===== src/rtl/oneshot_pkg.sv =====
package oneshot_pkg;

  typedef enum logic [1:0] {
    MODE_TIMER   = 2'b00,
    MODE_EVENT   = 2'b01,
    MODE_ONESHOT = 2'b10,
    MODE_PWM     = 2'b11
  } modeSel_t;

  localparam logic [1:0] ADDR_CTRL  = 2'd0;
  localparam logic [1:0] ADDR_COUNT = 2'd1;
  localparam logic [1:0] ADDR_FLAG  = 2'd2;

  localparam int BIT_RUN  = 0;
  localparam int BIT_TSEL = 1;
  localparam int BIT_MODE = 2;
  localparam int BIT_SWT  = 4;
  localparam int CTRL_W   = 5;

  typedef struct packed {
    logic wrReload;
    logic loadFromBus;
    logic loadFromReload;
    logic reloadEvt;
    logic decrement;
    logic readCount;
  } dpStrobe_t;

endpackage


===== src/rtl/oneshot_datapath.sv =====
module oneshot_datapath
  import oneshot_pkg::*;
#(
  parameter int WIDTH = 16
) (
  input  logic             clk,
  input  logic             rstN,
  input  dpStrobe_t        stb,
  input  logic [WIDTH-1:0] wdata,
  output logic             cntZero,
  output logic [WIDTH-1:0] rdCount
);

  logic [WIDTH-1:0] reloadQ;
  logic [WIDTH-1:0] countQ;

  always_ff @(posedge clk or negedge rstN) begin
    if (!rstN) begin
      reloadQ <= '0;
    end else if (stb.wrReload) begin
      reloadQ <= wdata;
    end
  end

  always_ff @(posedge clk or negedge rstN) begin
    if (!rstN) begin
      countQ <= '0;
    end else if (stb.loadFromBus) begin
      countQ <= wdata;
    end else if (stb.loadFromReload) begin
      countQ <= reloadQ;
    end else if (stb.decrement) begin
      countQ <= countQ - 1'b1;
    end
  end

  always_ff @(posedge clk or negedge rstN) begin
    if (!rstN) begin
      rdCount <= '0;
    end else if (stb.readCount) begin
      rdCount <= stb.reloadEvt ? '1 : countQ;
    end
  end

  assign cntZero = (countQ == '0);

endmodule


===== src/rtl/oneshot_ctrl.sv =====
module oneshot_ctrl
  import oneshot_pkg::*;
#(
  parameter int WIDTH       = 16,
  parameter int SYNC_STAGES = 2
) (
  input  logic              clk,
  input  logic              rstN,
  input  logic              regWr,
  input  logic              regRd,
  input  logic [1:0]        regAddr,
  input  logic [CTRL_W-1:0] wdataLo,
  input  logic              cntEn,
  input  logic              trigPin,
  input  logic              cntZero,
  output dpStrobe_t         stb,
  output logic              pulseOut,
  output logic              irqFlag,
  output logic              runBit,
  output logic [1:0]        modeBits,
  output logic [WIDTH-1:0]  rdCtrl,
  output logic              rdSelCount
);

  localparam int PAD_W = WIDTH - 4;

  logic       runQ, trigSelQ, countingQ, trigPendQ, reloadPendQ, stopDlyQ, flagQ;
  modeSel_t   modeQ;
  logic [SYNC_STAGES:0] syncQ;

  for (genvar g = 0; g <= SYNC_STAGES; g++) begin : g_sync
    if (g == 0) begin : g_first
      always_ff @(posedge clk or negedge rstN) begin
        if (!rstN) syncQ[g] <= 1'b0;
        else       syncQ[g] <= trigPin;
      end
    end else begin : g_next
      always_ff @(posedge clk or negedge rstN) begin
        if (!rstN) syncQ[g] <= 1'b0;
        else       syncQ[g] <= syncQ[g-1];
      end
    end
  end

  logic extEdge, wrCtrl, wrCount, wrFlag, active, stopEvt, swHit, extHit;
  logic trigAccept, tick, startEvt, underflow, retrigLoad, decEvt, modeEntry;

  always_comb begin
    extEdge    = syncQ[SYNC_STAGES-1] & ~syncQ[SYNC_STAGES];
    wrCtrl     = regWr && (regAddr == ADDR_CTRL);
    wrCount    = regWr && (regAddr == ADDR_COUNT);
    wrFlag     = regWr && (regAddr == ADDR_FLAG);
    active     = runQ && (modeQ == MODE_ONESHOT);
    stopEvt    = wrCtrl && runQ && !wdataLo[BIT_RUN];
    swHit      = wrCtrl && wdataLo[BIT_SWT] && wdataLo[BIT_RUN] && !trigSelQ;
    extHit     = trigSelQ && extEdge;
    trigAccept = active && !stopEvt && (swHit || extHit) && !trigPendQ && !reloadPendQ;
    tick       = active && !stopEvt && cntEn;
    startEvt   = tick && !countingQ && trigPendQ;
    retrigLoad = tick && countingQ && reloadPendQ;
    underflow  = tick && countingQ && !reloadPendQ && cntZero;
    decEvt     = tick && countingQ && !reloadPendQ && !cntZero;
    modeEntry  = wrCtrl && !runQ
                 && (wdataLo[BIT_MODE+1:BIT_MODE] == MODE_ONESHOT)
                 && ((modeQ == MODE_TIMER) || (modeQ == MODE_EVENT));

    stb.wrReload       = wrCount;
    stb.loadFromBus    = wrCount && !runQ;
    stb.loadFromReload = startEvt || underflow || retrigLoad || stopEvt;
    stb.reloadEvt      = underflow || retrigLoad || stopEvt;
    stb.decrement      = decEvt;
    stb.readCount      = regRd && (regAddr == ADDR_COUNT);
  end

  always_ff @(posedge clk or negedge rstN) begin
    if (!rstN) begin
      runQ     <= 1'b0;
      trigSelQ <= 1'b0;
      modeQ    <= MODE_TIMER;
    end else if (wrCtrl) begin
      runQ <= wdataLo[BIT_RUN];
      if (!runQ) begin
        trigSelQ <= wdataLo[BIT_TSEL];
        modeQ    <= modeSel_t'(wdataLo[BIT_MODE+1:BIT_MODE]);
      end
    end
  end

  always_ff @(posedge clk or negedge rstN) begin
    if (!rstN) begin
      countingQ   <= 1'b0;
      trigPendQ   <= 1'b0;
      reloadPendQ <= 1'b0;
      stopDlyQ    <= 1'b0;
    end else begin
      stopDlyQ <= stopEvt;
      if (stopEvt || underflow) countingQ <= 1'b0;
      else if (startEvt)        countingQ <= 1'b1;

      if (stopEvt || underflow)                      trigPendQ <= 1'b0;
      else if (trigAccept)                           trigPendQ <= 1'b1;
      else if (startEvt || (decEvt && trigPendQ))    trigPendQ <= 1'b0;

      if (stopEvt || underflow)        reloadPendQ <= 1'b0;
      else if (decEvt && trigPendQ)    reloadPendQ <= 1'b1;
      else if (retrigLoad)             reloadPendQ <= 1'b0;
    end
  end

  always_ff @(posedge clk or negedge rstN) begin
    if (!rstN) begin
      flagQ <= 1'b0;
    end else if (underflow || stopDlyQ || modeEntry) begin
      flagQ <= 1'b1;
    end else if (wrFlag && wdataLo[0]) begin
      flagQ <= 1'b0;
    end
  end

  always_ff @(posedge clk or negedge rstN) begin
    if (!rstN) begin
      rdCtrl     <= '0;
      rdSelCount <= 1'b0;
    end else if (regRd) begin
      rdSelCount <= (regAddr == ADDR_COUNT);
      if (regAddr == ADDR_CTRL)      rdCtrl <= {{PAD_W{1'b0}}, modeQ, trigSelQ, runQ};
      else if (regAddr == ADDR_FLAG) rdCtrl <= {{(WIDTH-1){1'b0}}, flagQ};
      else                           rdCtrl <= '0;
    end
  end

  assign pulseOut = countingQ;
  assign irqFlag  = flagQ;
  assign runBit   = runQ;
  assign modeBits = modeQ;

endmodule


===== src/rtl/oneshot_timer.sv =====
module oneshot_timer
  import oneshot_pkg::*;
#(
  parameter int WIDTH       = 16,
  parameter int SYNC_STAGES = 2
) (
  input  logic             clk,
  input  logic             rstN,
  input  logic             regWr,
  input  logic             regRd,
  input  logic [1:0]       regAddr,
  input  logic [WIDTH-1:0] regWdata,
  output logic [WIDTH-1:0] regRdata,
  input  logic             cntEn,
  input  logic             trigPin,
  output logic             pulseOut,
  output logic             irqFlag
);

  dpStrobe_t        dpStb;
  logic             cntZero, runBit, rdSelCount;
  logic [1:0]       modeBits;
  logic [WIDTH-1:0] rdCtrl, rdCount;

  oneshot_ctrl #(.WIDTH(WIDTH), .SYNC_STAGES(SYNC_STAGES)) i_ctrl (
    .clk(clk), .rstN(rstN), .regWr(regWr), .regRd(regRd), .regAddr(regAddr),
    .wdataLo(regWdata[CTRL_W-1:0]), .cntEn(cntEn), .trigPin(trigPin),
    .cntZero(cntZero), .stb(dpStb), .pulseOut(pulseOut), .irqFlag(irqFlag),
    .runBit(runBit), .modeBits(modeBits), .rdCtrl(rdCtrl), .rdSelCount(rdSelCount)
  );

  oneshot_datapath #(.WIDTH(WIDTH)) i_dp (
    .clk(clk), .rstN(rstN), .stb(dpStb), .wdata(regWdata),
    .cntZero(cntZero), .rdCount(rdCount)
  );

  assign regRdata = rdSelCount ? rdCount : rdCtrl;

endmodule


===== config.mk =====
export PLATFORM = sky130hd
export DESIGN_NAME = oneshot_timer
export DESIGN_NICKNAME = d
export VERILOG_FILES = /design/src/rtl/oneshot_pkg.sv /design/src/rtl/oneshot_datapath.sv /design/src/rtl/oneshot_ctrl.sv /design/src/rtl/oneshot_timer.sv
export SDC_FILE = /design/constraint.sdc
export NUM_CORES = 1
export LEC_CHECK = 0
export ABC_AREA = 1
export BUFFER_PORTS_ARGS = -buffer_cell sky130_fd_sc_hd__buf_2
export CAP_MARGIN = 20
export CORE_MARGIN = 3
export CORE_UTILIZATION = 50
export CTS_CLUSTER_SIZE = 10
export DETAILED_ROUTE_END_ITERATION = 12
export PLACE_DENSITY_LB_ADDON = 0.1
export SYNTH_ARGS = -nofsm -noshare
export SYNTH_HDL_FRONTEND = slang
export SYNTH_HIERARCHICAL = 1
export SYNTH_SLANG_ARGS = --single-unit

===== constraint.sdc =====
create_clock -name clk -period 2.75 [get_ports clk]
set_input_delay 0.275 -clock clk [delete_from_list [all_inputs] [get_ports clk]]
set_output_delay 0.275 -clock clk [all_outputs]
set_load 0.05 [all_outputs]

# Word-level counts from Yosys, hierarchy flattened
# Cells that the tools add are included.
[word_totals]
input_bits = 24
output_inout_bits = 18
word_cells = 99
regBits = 77
[op_classes]
bitwise = 3
mux = 17
n_addsub = 1
reduce_logical = 57
eq_ne = 5
[ops]
columns = ["cell", "count"]
rows = [
  ["2-to-1 mux 16 bit", 6],
  ["logical AND 1 bit", 29],
  ["logical NOT 16 bit", 1],
  ["subtractor 16 x 1 -> 16 bit (second input constant)", 1],
  ["logical OR 1 bit", 11],
  ["2-to-1 mux 1 bit", 11],
  ["nonzero test 3 bit", 3],
  ["logical NOT 1 bit", 8],
  ["equality test 2 bit (second input constant)", 3],
  ["equality test 2 x 1 -> 1 bit (second input constant)", 2],
  ["logical NOT 2 bit", 2],
  ["nonzero test 2 bit", 2],
  ["inverter 1 bit", 2],
  ["AND reduction 2 bit", 1],
  ["bitwise AND 1 bit", 1],
]

# Depth between registers and ports, before layout
# Gate-level depths: netlist of run 1.
[depth]
depth_word = 15
ltp_mapped = 17

# By module
# Netlist of run 1, hierarchy kept.
[modules_own_cells]
columns = ["mod", "seq_area_each_um2", "cells_per_inst", "n_inst", "area_per_inst_um2"]
rows = [
  ["oneshot_datapath", 1201.2, 349, 1, 2588.7],
  ["oneshot_ctrl", 425.4, 109, 1, 920.9],
  ["oneshot_timer", 0.0, 52, 1, 244.0],
]

# Worst setup path before layout of run 1
# No wires, ideal clock.
[synth_timing]
path_type = "register to register"
from = "reg i_dp.countQ[0]"
to = "reg i_dp.countQ[12]"
stages_incl_launch_ff = 16
slack_ns = 0.680
period_less_slack_ns = 2.070
arrival_ns = 1.954
cell_sequence = "dfrtp_1 -> inv_1 -> ha_1 -> nand2_2 -> nor2_4 -> nand4_1 -> nor2_1 -> nand3_2 -> nand4_1 -> buf_4 -> nor2_4 -> nand2_4 -> inv_4 -> a22o_1 -> inv_1 -> nand2_1"
[synth_rtl]
columns = ["item", "line", "source"]
rows = [
  ["start: declaration", "oneshot_datapath.sv:15", "logic [WIDTH-1:0] countQ;"],
  ["start signal: assignment", "oneshot_datapath.sv:29", "countQ <= wdata;"],
  ["start signal: assignment", "oneshot_datapath.sv:31", "countQ <= reloadQ;"],
  ["start signal: assignment", "oneshot_datapath.sv:33", "countQ <= countQ - 1'b1;"],
]

==> flow_results.xml, run 1 <==
<?xml version="1.0" encoding="UTF-8"?>
<metrics>
  <group name="sta">
    <metric name="holdWs" unit="ps">14.6</metric>
    <metric name="slew_hr" unit="%">44.3</metric>
    <metric name="report.final.setup_viol" unit="">0</metric>
    <metric name="clock.fmax" unit="MHz">402</metric>
    <metric name="totalNegativeSetupSlack" unit="ps">0</metric>
    <metric name="final-hold-violation-count" unit="">0</metric>
    <metric name="post-route-period-util" unit="%">90.6</metric>
    <metric name="finalCriticalPeriod" unit="ps">2490</metric>
    <metric name="rsz0062_at_grt" unit="">no</metric>
    <metric name="final-max-slew-violation-count" unit="">0</metric>
    <metric name="clock_skew" unit="ps">10.7</metric>
    <metric name="crit_path_setup_slack_layout" unit="ps">260</metric>
    <metric name="tightest_slew" unit="ps">834</metric>
  </group>
  <group name="routing">
    <metric name="detail_route.drc_violations" unit="">0</metric>
    <metric name="routed_via_density" unit="">4.97</metric>
    <metric name="drt.antenna.violating_nets" unit="">0</metric>
    <metric name="final_routed_wirelength" unit="mm">8.51</metric>
    <metric name="drt_iter0_drc" unit="">144</metric>
    <metric name="vias_after_detailed_routing" unit="">3245</metric>
    <metric name="first_pass_detailed_route_iteration_total" unit="">4</metric>
    <metric name="avgRoutedWirePerCell" unit="um">13.0</metric>
  </group>
  <group name="logic_synthesis">
    <metric name="async_flop_share" unit="%">100</metric>
    <metric name="synth_adder_area_share" unit="%">0.333</metric>
    <metric name="synthFlopType" unit="">sky130_fd_sc_hd__dfrtp_1</metric>
    <metric name="mean_cell_area_of_the_mapped_netlist" unit="um^2">7.36</metric>
    <metric name="synthXorXnorAreaFrac" unit="%">0</metric>
    <metric name="synth_simple_gate_area_share" unit="%">31.3</metric>
    <metric name="synth_cells" unit="">510</metric>
    <metric name="synth_area_leader_cell" unit="">sky130_fd_sc_hd__dfrtp_1</metric>
    <metric name="synth.ff_latch_count" unit="">65</metric>
    <metric name="synthDistinctLibCells" unit="">34</metric>
    <metric name="synth-compound-area-share" unit="%">11.8</metric>
    <metric name="synth.area.mux_share" unit="%">0.600</metric>
    <metric name="synth_top_family_by_area" unit="">simple AND/OR/NAND/NOR gates</metric>
    <metric name="post-synth-top-area-fraction" unit="%">43.3</metric>
    <metric name="synth_commonest_cells" unit="">sky130_fd_sc_hd__nand2_1 (146), sky130_fd_sc_hd__dfrtp_1 (65), sky130_fd_sc_hd__inv_1 (57), sky130_fd_sc_hd__nor2_1 (52), sky130_fd_sc_hd__a21oi_1 (35)</metric>
    <metric name="register_area_share_after_synthesis" unit="%">43.3</metric>
    <metric name="yosysMostFrequentCell" unit="">sky130_fd_sc_hd__nand2_1</metric>
    <metric name="synth_edf_count" unit="">0</metric>
    <metric name="yosys-top-cells-area" unit="">sky130_fd_sc_hd__dfrtp_1 (43%), sky130_fd_sc_hd__nand2_1 (15%), sky130_fd_sc_hd__inv_1 (5.7%)</metric>
    <metric name="synthesis.area" unit="um^2">3750</metric>
    <metric name="yosysWarningCount" unit="">6</metric>
  </group>
  <group name="power">
    <metric name="swShare" unit="%">40.5</metric>
    <metric name="clock_power_share" unit="%">24.4</metric>
    <metric name="share_seq_of_total_power" unit="%">39.9</metric>
    <metric name="cell_internal_pwr" unit="mW">2.25</metric>
    <metric name="power_frac_comb" unit="%">35.7</metric>
    <metric name="overall_power" unit="mW">3.77</metric>
    <metric name="power.density_cell_area" unit="nW/um^2">892</metric>
    <metric name="ir_drop" unit="V">0.000430</metric>
    <metric name="leakage_power_total" unit="nW">2.13</metric>
    <metric name="p_switching" unit="mW">1.53</metric>
  </group>
  <group name="placed_design">
    <metric name="dp_slack" unit="ps">210</metric>
    <metric name="area_post_placement" unit="um^2">3970</metric>
    <metric name="gp_congestion" unit="">0.874</metric>
    <metric name="buffer_ports.inserted" unit="">41</metric>
    <metric name="detailedPlacementHpwl" unit="mm">6.33</metric>
    <metric name="placed_cells_incl_taps" unit="">633</metric>
  </group>
  <group name="critical_path">
    <metric name="worstReg2RegEnd" unit="">i_dp/countQ[12]$_DFFE_PN0P_</metric>
    <metric name="r2r_slack" unit="ps">260</metric>
    <metric name="critPathRequiredTime" unit="ps">2970</metric>
    <metric name="worst-path-max-fanout" unit="">9</metric>
    <metric name="cpLargestDelayFamily" unit="">simple AND/OR/NAND/NOR gates</metric>
    <metric name="crit_arrival" unit="ps">2710</metric>
    <metric name="critical_path.cell_chain" unit="">inv_1, ha_1, nand2_2, nor2_4, nand4_1, nor2_2, nand3_2, nand4_1, buf_4, nor2_4, nand2_4, inv_4, a22o_1, inv_1, nand2_1</metric>
    <metric name="critical_path_max_stage_delay" unit="ps">410</metric>
    <metric name="regToRegStartpoint" unit="">i_dp/countQ[0]$_DFFE_PN0P_</metric>
    <metric name="critPathSlowestCell" unit="">sky130_fd_sc_hd__dfrtp_1</metric>
    <metric name="worstSetupStartpoint" unit="">i_dp/countQ[0]$_DFFE_PN0P_</metric>
    <metric name="worst-setup-path-type" unit="">reg2reg</metric>
    <metric name="cp-end-kind" unit="">register</metric>
    <metric name="cp.buffers_inverters" unit="">4</metric>
    <metric name="setup.worst_path.start_class" unit="">register</metric>
    <metric name="worstSetupEndpoint" unit="">i_dp/countQ[12]$_DFFE_PN0P_</metric>
    <metric name="worst_r2r_path_depth" unit="">15</metric>
    <metric name="cp_num_cells" unit="">15</metric>
  </group>
  <group name="clock_tree">
    <metric name="clk_latency" unit="ps">330</metric>
    <metric name="cts_max_level" unit="">3</metric>
    <metric name="cts_tree" unit="">built</metric>
    <metric name="numClockSinks" unit="">65</metric>
    <metric name="clk_transition_reported_paths" unit="ps">70</metric>
    <metric name="max-clock-path-buffers" unit="">2</metric>
    <metric name="root_buffer" unit="">sky130_fd_sc_hd__clkbuf_8</metric>
    <metric name="numCtsBuffers" unit="">9</metric>
  </group>
  <group name="global_route">
    <metric name="grt_start_max_net_pins" unit="">35</metric>
    <metric name="grt_first_pass_wirelength" unit="mm">14.5</metric>
    <metric name="antenna_found_initial" unit="">0</metric>
    <metric name="globalRoute.busiestLayer" unit="">met1</metric>
    <metric name="number_of_global_route_vias_before_repair" unit="">3016</metric>
    <metric name="grt.met3_usage" unit="%">3.41</metric>
    <metric name="grt_use_total" unit="%">21.3</metric>
    <metric name="global_route.overflow_total" unit="">0</metric>
    <metric name="grt.met2_usage" unit="%">31.5</metric>
    <metric name="grt_util_met1" unit="%">31.8</metric>
  </group>
  <group name="layout">
    <metric name="fill_cells" unit="">693</metric>
    <metric name="utilization" unit="%">60.2</metric>
    <metric name="num-nets-final" unit="">577</metric>
    <metric name="drive_above_1_share" unit="%">18.5</metric>
    <metric name="syn2layout_area_growth" unit="%">12.6</metric>
    <metric name="finish.instance_area" unit="um^2">4230</metric>
    <metric name="antenna_cells_inserted" unit="">0</metric>
    <metric name="final_cells" unit="">653</metric>
  </group>
  <group name="die">
    <metric name="pin_count" unit="">42</metric>
    <metric name="die_width" unit="um">92.6</metric>
    <metric name="floorplan.initialDensity" unit="%">53.5</metric>
    <metric name="fp.dieH" unit="um">92.6</metric>
    <metric name="placeableCoreArea" unit="um^2">7020</metric>
    <metric name="number_of_placement_rows" unit="">30</metric>
    <metric name="design.die.area" unit="um^2">8580</metric>
  </group>
  <group name="min_path">
    <metric name="hold_class" unit="">in2async</metric>
  </group>
  <group name="job">
    <metric name="timing.max_cap.violations" unit="">0</metric>
  </group>
  <group name="outcome">
    <metric name="outcome" unit="">completed</metric>
  </group>
</metrics>
final cells by class:
type                    count  area [um^2]  share of cell area [%]
clock buffers              14          163                    3.85
well taps                  96          120                    2.84
multi-input cells         362         1710                    40.5
repair buffers             52          304                    7.19
flip-flops and latches     65         1630                    38.5
inverters                  62          244                    5.77
clock inverters             2         60.1                    1.42
worst min path at each step:
stage,to,cells after the start,startpoint
after floorplan,i_ctrl/irqFlag$_DFFE_PN0P_,0,rstN
after global placement,i_ctrl/syncQ[1]$_DFF_PN0_,0,i_ctrl/syncQ[0]$_DFF_PN0_
after detailed placement,i_ctrl/syncQ[1]$_DFF_PN0_,0,i_ctrl/syncQ[0]$_DFF_PN0_
after CTS,i_ctrl/syncQ[0]$_DFF_PN0_,1,trigPin
after global routing,i_ctrl/syncQ[0]$_DFF_PN0_,1,trigPin
final,i_ctrl/syncQ[1]$_DFF_PN0_,1,rstN
worst register-to-register path, cell delays in order, from the launching register on:
cell and delay [ps]:
sky130_fd_sc_hd__dfrtp_1 410, sky130_fd_sc_hd__inv_1 120, sky130_fd_sc_hd__ha_1 250, sky130_fd_sc_hd__nand2_2 130
sky130_fd_sc_hd__nor2_4 140, sky130_fd_sc_hd__nand4_1 110, sky130_fd_sc_hd__nor2_2 160, sky130_fd_sc_hd__nand3_2 130
sky130_fd_sc_hd__nand4_1 230, sky130_fd_sc_hd__buf_4 180, sky130_fd_sc_hd__nor2_4 40, sky130_fd_sc_hd__nand2_4 120
sky130_fd_sc_hd__inv_4 80, sky130_fd_sc_hd__a22o_1 190, sky130_fd_sc_hd__inv_1 50, sky130_fd_sc_hd__nand2_1 50
registers in the layout, summed over array words and instances, names as in the netlist:
register,cells
i_ctrl/irqFlag,1
i_ctrl/syncQ,3
i_ctrl/pulseOut,1
i_ctrl/trigPendQ,1
i_ctrl/runBit,1
i_ctrl/rdSelCount,1
i_dp/countQ,16
i_ctrl/modeBits,2
i_ctrl/stopDlyQ,1
i_ctrl/reloadPendQ,1
i_ctrl/rdCtrl,4
i_dp/rdCount,16
i_ctrl/trigSelQ,1
i_dp/reloadQ,16
cells by family after synthesis:
family          Yosys count
simple gates            266
buf+inv                  94
compound gates           81
flops                    65
mux                       2
fa+ha+maj                 1
other cells               1
power by group through the flow:
stage | registers, mW | clock network (mW) | logic (mW)
3_3_place_gp | 1.51 | 0 | 1.32
2_1_floorplan | 1.47 | 0 | 0.999
4_1_cts | 1.50 | 0.936 | 1.34
5_1_grt | 1.54 | 0.980 | 1.53
6_report | 1.50 | 0.920 | 1.35
3_5_place_dp | 1.51 | 0 | 1.34
cell usage in the layout (no fill, tap or decap), drive strengths merged:
master    instances
nand2           155
nor2             66
dfrtp            65
inv              61
buf              52
o21ai            37
a21oi            35
nand3            31
clkbuf           14
conb             12
nand4             7
o211ai            4
nor3              3
bufinv            2
nand3b            2
o221ai            2
mux2              2
a22o              2
nor4              1
and2              1
a31oi             1
clkinvlp          1
ha                1
repair_timing:
| action | 4_1_cts | 5_1_grt |
|---|---|---|
| buffers inserted | 0 | 4 |
| gates resized for setup | 0 | 3 |
| hold buffers | 0 | 0 |
| endpoints found under the setup margin | 0 | 9 |
routing by layer:
metal / vias up / routed length [um]
met3: 10 / 334
met2: 68 / 3670
met1: 1491 / 4390
met5: - / 0
met4: 0 / 117
li1: 1676 / -
No activity file was read; power rests on OpenSTA's default activity.
==> run 2: changes to the inputs <==
- clock period: 2.75 -> 3.1 ns (I/O delays scaled with it)
==> run 2 against run 1 <==
Against the previous run: critical path depth unchanged; design area decreased by 1.8%; critical path type unchanged; first-iteration DRC count shrank 4.2%; count of clock-buffer cells in the layout is 2 lower; final cell count is 0.77% lower; die area unchanged; routed wire length fell by 1.7%; via count shrank 3.1%.
==> flow_results.xml, run 2 (synthesized netlist as in run 1, its figures left out) <==
<?xml version="1.0" encoding="UTF-8"?>
<metrics>
  <group name="die">
    <metric name="fp.dieH" unit="um">92.6</metric>
    <metric name="die_width" unit="um">92.6</metric>
    <metric name="floorplan.initialDensity" unit="%">53.5</metric>
    <metric name="pin_count" unit="">42</metric>
    <metric name="design.die.area" unit="um^2">8580</metric>
    <metric name="placeableCoreArea" unit="um^2">7020</metric>
    <metric name="number_of_placement_rows" unit="">30</metric>
  </group>
  <group name="placed_design">
    <metric name="area_post_placement" unit="um^2">3950</metric>
    <metric name="placed_cells_incl_taps" unit="">632</metric>
    <metric name="detailedPlacementHpwl" unit="mm">6.09</metric>
    <metric name="gp_congestion" unit="">0.866</metric>
    <metric name="dp_slack" unit="ps">568</metric>
    <metric name="buffer_ports.inserted" unit="">41</metric>
  </group>
  <group name="sta">
    <metric name="finalCriticalPeriod" unit="ps">2540</metric>
    <metric name="final-hold-violation-count" unit="">0</metric>
    <metric name="clock.fmax" unit="MHz">393</metric>
    <metric name="slew_hr" unit="%">45.3</metric>
    <metric name="crit_path_setup_slack_layout" unit="ps">556</metric>
    <metric name="report.final.setup_viol" unit="">0</metric>
    <metric name="totalNegativeSetupSlack" unit="ps">0</metric>
    <metric name="final-max-slew-violation-count" unit="">0</metric>
    <metric name="post-route-period-util" unit="%">82.1</metric>
    <metric name="clock_skew" unit="ps">6.37</metric>
    <metric name="rsz0062_at_grt" unit="">no</metric>
    <metric name="tightest_slew" unit="ps">820</metric>
  </group>
  <group name="routing">
    <metric name="detail_route.drc_violations" unit="">0</metric>
    <metric name="drt.antenna.violating_nets" unit="">0</metric>
    <metric name="vias_after_detailed_routing" unit="">3144</metric>
    <metric name="routed_via_density" unit="">4.85</metric>
    <metric name="first_pass_detailed_route_iteration_total" unit="">4</metric>
    <metric name="avgRoutedWirePerCell" unit="um">12.9</metric>
    <metric name="final_routed_wirelength" unit="mm">8.36</metric>
    <metric name="drt_iter0_drc" unit="">138</metric>
  </group>
  <group name="layout">
    <metric name="syn2layout_area_growth" unit="%">10.6</metric>
    <metric name="biggestRegsByFlops" unit="">i_dp/countQ: 16 flops, i_dp/rdCount: 16 flops, i_dp/reloadQ: 16 flops</metric>
    <metric name="num-nets-final" unit="">573</metric>
    <metric name="drive_above_1_share" unit="%">17.6</metric>
    <metric name="final_cells" unit="">648</metric>
    <metric name="layout.cells.most_common_list" unit="">sky130_fd_sc_hd__nand2_1 (146), sky130_fd_sc_hd__dfrtp_1 (65), sky130_fd_sc_hd__inv_1 (57)</metric>
    <metric name="finish.instance_area" unit="um^2">4150</metric>
    <metric name="layout_commonest_cell" unit="">sky130_fd_sc_hd__nand2_1</metric>
    <metric name="antenna_cells_inserted" unit="">0</metric>
  </group>
  <group name="power">
    <metric name="overall_power" unit="mW">3.21</metric>
    <metric name="leakage_power_total" unit="nW">2.10</metric>
    <metric name="ir_drop" unit="V">0.000466</metric>
    <metric name="power.density_cell_area" unit="nW/um^2">772</metric>
  </group>
  <group name="global_route">
    <metric name="grt_use_total" unit="%">20.8</metric>
    <metric name="grt_first_pass_wirelength" unit="mm">14.4</metric>
    <metric name="number_of_global_route_vias_before_repair" unit="">3043</metric>
    <metric name="antenna_found_initial" unit="">0</metric>
    <metric name="global_route.overflow_total" unit="">0</metric>
    <metric name="grt_start_max_net_pins" unit="">35</metric>
  </group>
  <group name="critical_path">
    <metric name="critPathSlowestCell" unit="">sky130_fd_sc_hd__dfrtp_1</metric>
    <metric name="critPathRequiredTime" unit="ps">3320</metric>
    <metric name="critical_path.cell_chain" unit="">inv_1, ha_1, nand2_2, nor2_4, nand4_1, nor2_1, nand3_2, nand4_1, buf_4, nor2_4, nand2_4, inv_4, a22o_1, inv_1, nand2_1</metric>
    <metric name="setup.worst_path.start_class" unit="">register</metric>
    <metric name="worst-path-max-fanout" unit="">17</metric>
    <metric name="crit_arrival" unit="ps">2770</metric>
    <metric name="critical_path_max_stage_delay" unit="ps">390</metric>
    <metric name="cpLargestDelayFamily" unit="">simple AND/OR/NAND/NOR gates</metric>
    <metric name="cp.buffers_inverters" unit="">4</metric>
    <metric name="cp-end-kind" unit="">register</metric>
    <metric name="worst-setup-path-type" unit="">reg2reg</metric>
  </group>
  <group name="clock_tree">
    <metric name="cts_post_setup_buffers_inserted" unit="">0</metric>
    <metric name="numClockSinks" unit="">65</metric>
    <metric name="numCtsBuffers" unit="">9</metric>
    <metric name="cts_tree" unit="">built</metric>
    <metric name="clk_latency" unit="ps">340</metric>
    <metric name="clk_transition_reported_paths" unit="ps">70</metric>
    <metric name="holdBufCountCts" unit="">1</metric>
    <metric name="cts_max_level" unit="">3</metric>
    <metric name="root_buffer" unit="">sky130_fd_sc_hd__clkbuf_8</metric>
    <metric name="cts_resized" unit="">0</metric>
    <metric name="max-clock-path-buffers" unit="">2</metric>
  </group>
  <group name="job">
    <metric name="timing.max_cap.violations" unit="">0</metric>
  </group>
  <group name="outcome">
    <metric name="outcome" unit="">completed</metric>
  </group>
  <group name="min_path">
    <metric name="hold_class" unit="">in2reg</metric>
  </group>
</metrics>
## run 2: per-stage QoR
| step | hold slack, ps | util (%) |
|---|---|---|
| 2_1_floorplan | 14.4 | - |
| 3_3_place_gp | 109 | 56.2 |
| 3_5_place_dp | 111 | 56.2 |
| 4_1_cts | 66.5 | 59.1 |
| 5_1_grt | 62.7 | 59.1 |
| 6_report | 74.5 | 59.1 |
## run 2: report_power, final
part | switching [mW] | total [mW] | internal [mW]
clock network | 0.317 | 0.725 | 0.409
logic | 0.753 | 1.13 | 0.377
registers | 0.260 | 1.35 | 1.09
total | 1.33 | 3.21 | 1.88
## run 2: metal layers
layer  part of all wire [%]  track usage, %
met2                     44            31.5
met3                    3.8            3.01
met5                      0               0
met1                     51            30.9
met4                    1.3            6.35
## run 2: layout make-up
| cell class | instances | area [um^2] |
|---|---|---|
| clock buffers | 12 | 155 |
| clock inverters | 3 | 40.0 |
| fillers | 716 | 2870 |
| inverters | 62 | 240 |
| multi-input cells | 362 | 1710 |
| flip-flops and latches | 65 | 1630 |
| well taps | 96 | 120 |
| repair buffers | 48 | 260 |
## run 2: final timing paths
check / endpoint / depth (start not counted) / slack [ps] / start
max: i_dp/countQ[15]$_DFFE_PN0P_ / 15 / 560 / i_dp/countQ[0]$_DFFE_PN0P_
max in group asynchronous: i_dp/rdCount[7]$_DFFE_PN0P_ / 3 / 2180 / rstN
min: i_ctrl/syncQ[0]$_DFF_PN0_ / 1 / 70 / trigPin
min in group asynchronous: i_ctrl/syncQ[1]$_DFF_PN0_ / 2 / 300 / rstN
min reg2reg: i_ctrl/syncQ[1]$_DFF_PN0_ / 0 / 370 / i_ctrl/syncQ[0]$_DFF_PN0_
max reg2reg: i_dp/countQ[15]$_DFFE_PN0P_ / 15 / 560 / i_dp/countQ[0]$_DFFE_PN0P_
## run 2: worst reg2reg max path: cells and delay by family (launching register included)
kind	cells	cell delay [ps]
AOI/OAI and AO/OA	1	180
and+or+nand+nor	9	1100
adders and majority gates	1	260
DFF	1	390
buffers and inverters	4	520
